==> src/rtl/can_bit_sampler.sv <==
module can_bit_sampler (
  input  logic       clk,
  input  logic       rst_n,
  input  logic       cfg_wr,
  input  logic       cfg_sel,
  input  logic [7:0] cfg_wdata,
  input  logic       init_req,
  input  logic       init_ack,
  output logic [7:0] cfg_rdata,
  input  logic       bit_start,
  input  logic       rx_in,
  output logic       tq_tick,
  output logic       sample_valid,
  output logic       sample_bit,
  output logic       bit_end,
  output logic       cfg_err
);
  logic [5:0] pre_q;
  logic [7:0] tim_q;
  logic [5:0] pc_q;
  logic [4:0] qn_q;
  logic [1:0] sh_q;

  logic       wr_ok, triple, maj;
  logic [4:0] last_qn, samp_qn;

  assign wr_ok   = cfg_wr & init_req & init_ack;
  assign triple  = tim_q[7];
  assign last_qn = 5'(tim_q[3:0]) + 5'(tim_q[6:4]) + 5'd2;
  assign samp_qn = 5'(tim_q[3:0]) + 5'd1;

  assign cfg_rdata = cfg_sel ? tim_q : {2'b00, pre_q};
  assign cfg_err   = triple & (tim_q[3:0] == 4'd0);

  assign tq_tick      = (pc_q == pre_q) & ~bit_start;
  assign sample_valid = tq_tick & (qn_q == samp_qn);
  assign bit_end      = tq_tick & (qn_q == last_qn);

  assign maj        = (sh_q[1] & sh_q[0]) | (sh_q[1] & rx_in) | (sh_q[0] & rx_in);
  assign sample_bit = triple ? maj : rx_in;

  always_ff @(posedge clk) begin
    if (!rst_n) begin
      pre_q <= '0;
      tim_q <= '0;
    end else if (wr_ok) begin
      if (cfg_sel) tim_q <= cfg_wdata;
      else         pre_q <= cfg_wdata[5:0];
    end
  end

  always_ff @(posedge clk) begin
    if (!rst_n) begin
      pc_q <= '0;
      qn_q <= '0;
      sh_q <= '0;
    end else if (bit_start) begin
      pc_q <= '0;
      qn_q <= '0;
    end else if (tq_tick) begin
      pc_q <= '0;
      qn_q <= bit_end ? 5'd0 : qn_q + 5'd1;
      sh_q <= {sh_q[0], rx_in};
    end else begin
      pc_q <= pc_q + 6'd1;
    end
  end
endmodule

==> config.mk <==
export PLATFORM = sky130hd
export DESIGN_NAME = can_bit_sampler
export DESIGN_NICKNAME = d
export VERILOG_FILES = /design/src/rtl/can_bit_sampler.sv
export SDC_FILE = /design/constraint.sdc
export NUM_CORES = 1
export LEC_CHECK = 0
export BUFFER_PORTS_ARGS = -buffer_cell sky130_fd_sc_hd__clkbuf_2
export CORE_ASPECT_RATIO = 1.1
export CORE_MARGIN = 1.5
export CORE_UTILIZATION = 59
export CTS_CLUSTER_SIZE = 30
export DETAILED_ROUTE_END_ITERATION = 8
export GPL_ROUTABILITY_DRIVEN = 0
export PLACE_DENSITY = 0.82
export RECOVER_POWER = 50
export SLEW_MARGIN = 20
export SYNTH_ARGS = -nofsm -noshare
export SYNTH_HDL_FRONTEND = slang
export SYNTH_SLANG_ARGS = --single-unit
==> constraint.sdc <==
create_clock -name clk -period 7 [get_ports clk]
set_input_delay 0 -clock clk [delete_from_list [all_inputs] [get_ports clk]]
set_output_delay 0 -clock clk [all_outputs]
set_load 0.01 [all_outputs]
==> reports/qor.yml, run 1 <==
worst_setup_path:
  endpoint_kind: "output pin"
  required_ns: 7.00
  r2r_end: "qn_q[2]"
  cp_max_fo: 7
  ff2ff_setup_slack_ns: 4.54
  worstSetupStartpointType: "flop"
  cp.arrival_ns: 2.66
  startpoint: "tim_q[1]"
  rr_startpoint: "tim_q[1]"
  crit_type: "flop to output pin"
  r2r_cells: 10
  crit_end: "bit_end"
sta:
  whs_ns: 0.0231
  setup_tns_ns: 0
  slew_violations: 0
  period_needed_ns: 2.66
  fin_skew_ns: 0.0110
  worstMarginPinSlew_ns: 0.476
  hold_violations: 0
  rsz0062_at_grt: "no"
  fmax_mhz: 376
  fin_crit_sh_pct: 38.0
  finalSetupViolations: 0
  maxSlewHeadroom_pct: 68.3
placement:
  dp_hpwl_um: 2690
  place_inst: 235
  port_buffers: 28
  placed_cell_area_um2: 1780
outcome:
  status: "completed"
synth:
  ys_warn_count: 0
  synth_ff_type: "dfxtp_1"
  synth_cells: 180
  synth-compound-area-share_pct: 11.2
  synth_top_family_by_area: "simple AND/OR/NAND/NOR gates"
  synth.yosys.seq_area_share_pct: 33.5
  synth_xor_area_share_pct: 10.9
  yosysTopAreaCellShare_pct: 33.5
  synthArstFlopShare_pct: 0
  synth_nets: 207
  synth-simple-area-share_pct: 23.9
  yosysTopAreaCell: "dfxtp_1"
  ys_ff_latch: 27
  muxShareOfSynthArea_pct: 7.91
  netlist_area_um2: 1610
  synth-edff-count: 0
  ys_top_cells_by_area: "dfxtp_1 33%, ha_1 7.8%, xor2_1 7.6%, nand2_1 5.8%, mux2_2 4.2%"
  yosys.cell_types.count: 36
  avgSynthCellArea_um2: 8.97
  synth-adder-area-share_pct: 8.99
global_routing:
  grt_use_met2_pct: 50.4
  grt_pass1_wl_um: 6370
  antenna_found_initial: 0
  grt_pass1_vias: 1458
  busiest_layer: "met2"
  grt_util_all_layers_pct: 28.3
  grt_max_degree: 19
  use_met1_pct: 30.6
  grt.met3_usage_pct: 5.67
  overflow: 0
floorplanning:
  initial_utilization_pct: 63.5
  rows: 19
  die_h_um: 57.9
  io_pins: 29
  die_x_um: 52.9
  core_area_um2: 2540
  die_area_um2: 3060
final_layout:
  layout-drive-gt1-share_pct: 19.4
  fin_area_um2: 1890
  fin_cells: 248
  insertedDiodeCount: 0
  final_nets: 245
  area_delta_synth_final_pct: 17.1
clock_tree:
  cts_buffer_depth: 2
  cts-root-buf: "clkbuf_4"
  clock_latency_ns: 0.33
  cts.htree.levels: 1
  cts_tree: "done"
  clock-sinks: 27
  cts_buffers: 3
  clk_pin_slew_ns: 0.15
  post_cts_resize_count: 0
power_and_ir_drop:
  peakVddDrop_uv: 149
  p_total_uw: 275
  p_leak_uw: 0.000839
  power.density_nw_per_um2: 146
route:
  vias_per_cell: 5.59
  route.vias.total: 1387
  routed_wl_um: 3600
  drtIter0Drc: 31
  first_pass_iters: 4
  routedWlPerCell_um: 14.5
  ant_nets: 0
  drcViolationCount: 0
worst_hold_path:
  hp-class: "input port to flop"
flow_run:
  drv_cap: 0
[per-layer routing]
| metal | up-vias | wire length (µm) |
|---|---|---|
| li1 | 689 | - |
| met1 | 644 | 1440 |
| met2 | 40 | 1860 |
| met3 | 14 | 173 |
| met4 | 0 | 129 |
| met5 | - | 0 |
[how the worst min path moves through the flow]
| stage | endpoint | cells past startpoint | startpoint |
|---|---|---|---|
| finish | qn_q[1] | 3 | bit_start |
| global route | qn_q[1] | 3 | bit_start |
| CTS | qn_q[1] | 3 | bit_start |
| detailed placement | tim_q[7] | 3 | cfg_wdata[7] |
| global placement | tim_q[6] | 3 | cfg_wdata[6] |
| floorplan | sh_q[0] | 2 | rx_in |
[cells by family after synthesis]
| kind of cell | after synthesis |
|---|---|
| compound gates | 26 |
| flops | 27 |
| mux | 12 |
| fa+ha+maj | 11 |
| xor+xnor | 20 |
| simple gates | 70 |
| buf+inv | 14 |
[stage by stage]
| stage | worst slack (ns) | util (%) |
|---|---|---|
| after floorplan | 4.75 | - |
| final | 4.34 | 74.3 |
| after global routing | 4.15 | 74.3 |
| after global placement | 4.68 | 69.8 |
| after detailed placement | 4.54 | 69.8 |
| after CTS | 4.33 | 74.5 |
[where the power goes]
part           total, µW  switching (µW)  internal [µW]  leakage (µW)
Combinational       44.6            23.9           20.7      0.000607
Sequential           161            4.13            157      0.000218
Clock               69.4            47.4           21.9     0.0000139
[timing repair]
item,in CTS,in global routing
buffers inserted,0,0
endpoints found under the hold margin,15,0
hold buffers,9,0
endpoints found under the setup margin,0,0
[cell type report]
| type | count | area [µm²] |
|---|---|---|
| clock buffer | 3 | 22.5 |
| clock inverter | 1 | 7.51 |
| fill | 195 | 654 |
| inverter | 10 | 42.5 |
| multi-input combinational | 139 | 1010 |
| sequential | 27 | 541 |
| tap | 31 | 38.8 |
| timing repair buffer | 37 | 224 |
[registers in the layout (all words and copies together), names as in the netlist]
| name | count |
|---|---|
| tim_q | 8 |
| pc_q | 6 |
| pre_q | 6 |
| qn_q | 5 |
| sh_q | 2 |
[worst max-delay path, cell delays in order (launching register included)]
cell,delay [ns]
dfxtp_1,0.42
inv_1,0.09
ha_1,0.28
inv_1,0.04
ha_1,0.22
fa_1,0.45
xor2_1,0.16
nor3_2,0.21
o221ai_2,0.20
nor2_1,0.13
clkbuf_2,0.14
[synthesized netlist by cell type, types with 2 or more instances]
library cell,count
o22ai_1,3
nand3_1,7
nor3_2,2
buf_2,2
nand2_1,25
clkbuf_1,2
a31oi_1,3
inv_1,9
a21boi_1,2
xnor2_1,6
xor2_1,14
nand3_2,2
dfxtp_1,27
and2_1,4
mux2i_1,6
a21boi_0,8
nor2_1,10
nand2b_1,4
nor2b_1,7
mux2_2,6
ha_1,10
a21oi_1,7
[cell usage in the layout, fill, tap and decap left out, types with 2 or more instances in the layout]
cell type      netlist  final
a21boi_0             8      8
a21oi_1              7      7
nor3_2               2      2
o22ai_1              3      3
ha_1                10     10
mux2i_1              6      6
and2_0               0      2
nand2b_1             4      4
nand3_1              7      7
clkbuf_2             0     23
a31oi_1              3      3
nor2b_1              7      7
xor2_1              14     14
a21boi_1             2      2
clkbuf_4             0      3
nor2_1              10     10
mux2_2               6      6
dfxtp_1             27     27
clkbuf_1             2      5
nand3_2              2      2
and2_1               4      2
xnor2_1              6      6
inv_1                9      9
dlygate4sd3_1        0      9
nand2_1             25     25
Note: power is estimated with default switching activity, not from simulation.
==> run 2, diff against run 1 <==
--- a/config.mk
+++ b/config.mk
@@ -8,11 +8,11 @@
 export BUFFER_PORTS_ARGS = -buffer_cell sky130_fd_sc_hd__clkbuf_2
 export CORE_ASPECT_RATIO = 1.1
 export CORE_MARGIN = 1.5
-export CORE_UTILIZATION = 59
+export CORE_UTILIZATION = 50
 export CTS_CLUSTER_SIZE = 30
 export DETAILED_ROUTE_END_ITERATION = 8
 export GPL_ROUTABILITY_DRIVEN = 0
-export PLACE_DENSITY = 0.82
+export PLACE_DENSITY = 0.74
 export RECOVER_POWER = 50
 export SLEW_MARGIN = 20
 export SYNTH_ARGS = -nofsm -noshare
==> constraint.sdc (replaced) <==
create_clock -name clk -period 2.3 [get_ports clk]
set_input_delay 0 -clock clk [delete_from_list [all_inputs] [get_ports clk]]
set_output_delay 0 -clock clk [all_outputs]
set_load 0.01 [all_outputs]
==> run 2 against run 1 <==
The flow now finishes with violations (negative setup slack). Non-clock buffer count increased by 7. Sequential power rose to 3.0 times the previous value. Total power rose to 3.1 times the previous value. Combinational power grew to 3.2 times the previous value. Clock skew hardly changed. Design area up 5.3%. Critical endpoint unchanged. Largest power group unchanged. Highest routed layer unchanged.
==> reports/qor.yml, run 2 (synthesis gave the netlist of run 1 again) <==
clock_tree:
  cts_buffers: 3  # unchanged
  cts_tree: "done"
  clock-sinks: 27  # unchanged
  clk_pin_slew_ns: 0.15  # about the same
  clock_latency_ns: 0.33  # about the same
  cts-root-buf: "clkbuf_4"
  cts.htree.levels: 1  # unchanged
  cts_buffer_depth: 2  # unchanged
sta:
  slew_violations: 0  # unchanged
  fin_crit_sh_pct: 106
  period_needed_ns: 2.43
  fmax_mhz: 411
  hold_violations: 0  # unchanged
  maxSlewHeadroom_pct: 63.5  # -4.8 points
  finalSetupViolations: 5  # +5
  worstMarginPinSlew_ns: 0.547  # +0.0714 ns
  fin_skew_ns: 0.0106  # -0.000438 ns
  rsz0062_at_grt: "yes"
  setup_ws_ns: -0.134  # -4.47 ns
global_routing:
  grt_util_all_layers_pct: 22.6  # -5.7 points
  antenna_found_initial: 0  # unchanged
  grt_max_degree: 19  # unchanged
  overflow: 0  # unchanged
  grt_pass1_wl_um: 6420  # +0.77%
  grt_pass1_vias: 1454  # -0.27%
route:
  vias_per_cell: 5.38  # -3.9%
  first_pass_iters: 4  # unchanged
  drtIter0Drc: 37  # +19%
  ant_nets: 0  # unchanged
  route.vias.total: 1387  # unchanged
  routedWlPerCell_um: 14.1  # -2.8%
  routed_wl_um: 3640  # +1.1%
  drcViolationCount: 0  # unchanged
worst_setup_path:
  cp.arrival_ns: 2.43  # -0.23 ns
  r2r_cells: 11  # +1
  worstSetupStartpointType: "flop"
  r2r_end: "qn_q[4]"
  crit_type: "flop to output pin"
  crit_slowest_cell: "fa_1"
  endpoint_kind: "output pin"
  rr_startpoint: "tim_q[1]"
  cpPeakStageDelay_ns: 0.45  # about the same
  cp_max_fo: 2  # -5
  path_cells: "inv_2, ha_4, inv_2, ha_4, fa_1, xor2_1, nor3_2, o221ai_4, nor2_2, buf_2"
  required_ns: 2.30  # -4.70 ns
  ff2ff_setup_slack_ns: -0.10  # -4.64 ns
worst_hold_path:
  min_to: "qn_q[1]"
  hp-class: "input port to flop"
  min_from: "bit_start"
  min_path_cells: 3  # unchanged
final_layout:
  final_nets: 252  # +2.9%
  insertedDiodeCount: 0  # unchanged
  regMostFlops: "tim_q"
  area_delta_synth_final_pct: 23.3
  layout_common_cells: "25 x nand2_1, 25 x dfxtp_1, 24 x clkbuf_2"
  nFillCells: 258  # +32%
  layout-drive-gt1-share_pct: 26.3  # +7.0 points
  largest_reg_flops: 8  # unchanged
  biggestRegsByFlops: "tim_q: 8 flops, pc_q: 6 flops, pre_q: 6 flops"
floorplanning:
  die_area_um2: 3580  # +17%
  rows: 21  # +2
  die_x_um: 57.2  # +8.1%
  core_area_um2: 3070  # +21%
  initial_utilization_pct: 52.5  # -11 points
  die_h_um: 62.6  # +8.2%
  io_pins: 29  # unchanged
flow_run:
  drv_cap: 0  # unchanged
placement:
  place_ws_ns: -0.0844  # -4.62 ns
  dp_hpwl_um: 2650  # -1.4%
  port_buffers: 28  # unchanged
power_and_ir_drop:
  power.density_nw_per_um2: 423  # +190%
  p_leak_uw: 0.000889  # +6.0%
  p_total_uw: 842  # +210%
  peakVddDrop_uv: 308  # +110%
outcome:
  violations: "negative setup slack"
  status: "finished, violations left"
==> run 2: worst max-delay path, delay by kind of cell, from the launching register on <==
family                   cells  cell delay, ns
adder cells (fa/ha/maj)      3            0.87
flip-flops                   1            0.36
AND/OR/NAND/NOR              2            0.35
buffers and inverters        3            0.22
XOR/XNOR                     1            0.16
AO/OA/AOI/OAI                1            0.15
==> run 2: worst max path at each step <==
stage / from / end / slack [ns] / cells after the start
floorplan: tim_q[1] / qn_q[2] / 0.05 / 10
global placement: tim_q[5] / qn_q[2] / 0.05 / 10
detailed placement: tim_q[1] / qn_q[4] / -0.08 / 10
CTS: tim_q[1] / bit_end / -0.11 / 10
global route: tim_q[1] / bit_end / -0.26 / 10
finish: tim_q[1] / bit_end / -0.13 / 10
==> run 2: power by group <==
group          internal (µW)  switching [µW]
logic                   68.6            75.6
clock network           66.6             142
registers                478            10.9
total                    613             228
==> run 2: timing repair <==
action	4_1_cts	5_1_grt
pin swaps	6	3
setup buffers	3	1
endpoints found under the hold margin	15	0
setup endpoints to repair	5	6
gates resized for setup	9	2
hold buffers	9	0
==> run 2: area by class of cell <==
type	instances	area, µm²	share of cell area (%)
well taps	34	42.5	2.14
clock buffers	3	22.5	1.13
repair buffers	44	279	14.0
inverters	10	42.5	2.14
clock inverters	1	7.51	0.377
multi-input cells	139	1050	52.9
flip-flops and latches	27	543	27.3
==> run 2: metrics by stage <==
| step | cells | setup TNS, ns | util [%] | hold slack [ns] | cell area (µm²) |
|---|---|---|---|---|---|
| floorplan | 180 | 0 | - | 0.135 | 1610 |
| global placement | 241 | 0 | 58.6 | 0.236 | 1800 |
| detailed placement | 241 | -0.223 | 58.6 | 0.250 | 1800 |
| CTS | 257 | -0.135 | 64.5 | 0.0258 | 1980 |
| global route | 258 | -0.901 | 64.7 | 0.0366 | 1990 |
| finish | 258 | -0.405 | 64.7 | 0.0329 | 1990 |
==> run 2: metal layers <==
| layer | track usage [%] | routed length (µm) | vias to the layer above |
|---|---|---|---|
| met5 | 0 | 0 | - |
| met4 | 10.2 | 85 | 0 |
| met3 | 3.52 | 137 | 8 |
| met2 | 39.4 | 1880 | 34 |
| met1 | 26.8 | 1540 | 645 |
| li1 | - | - | 700 |
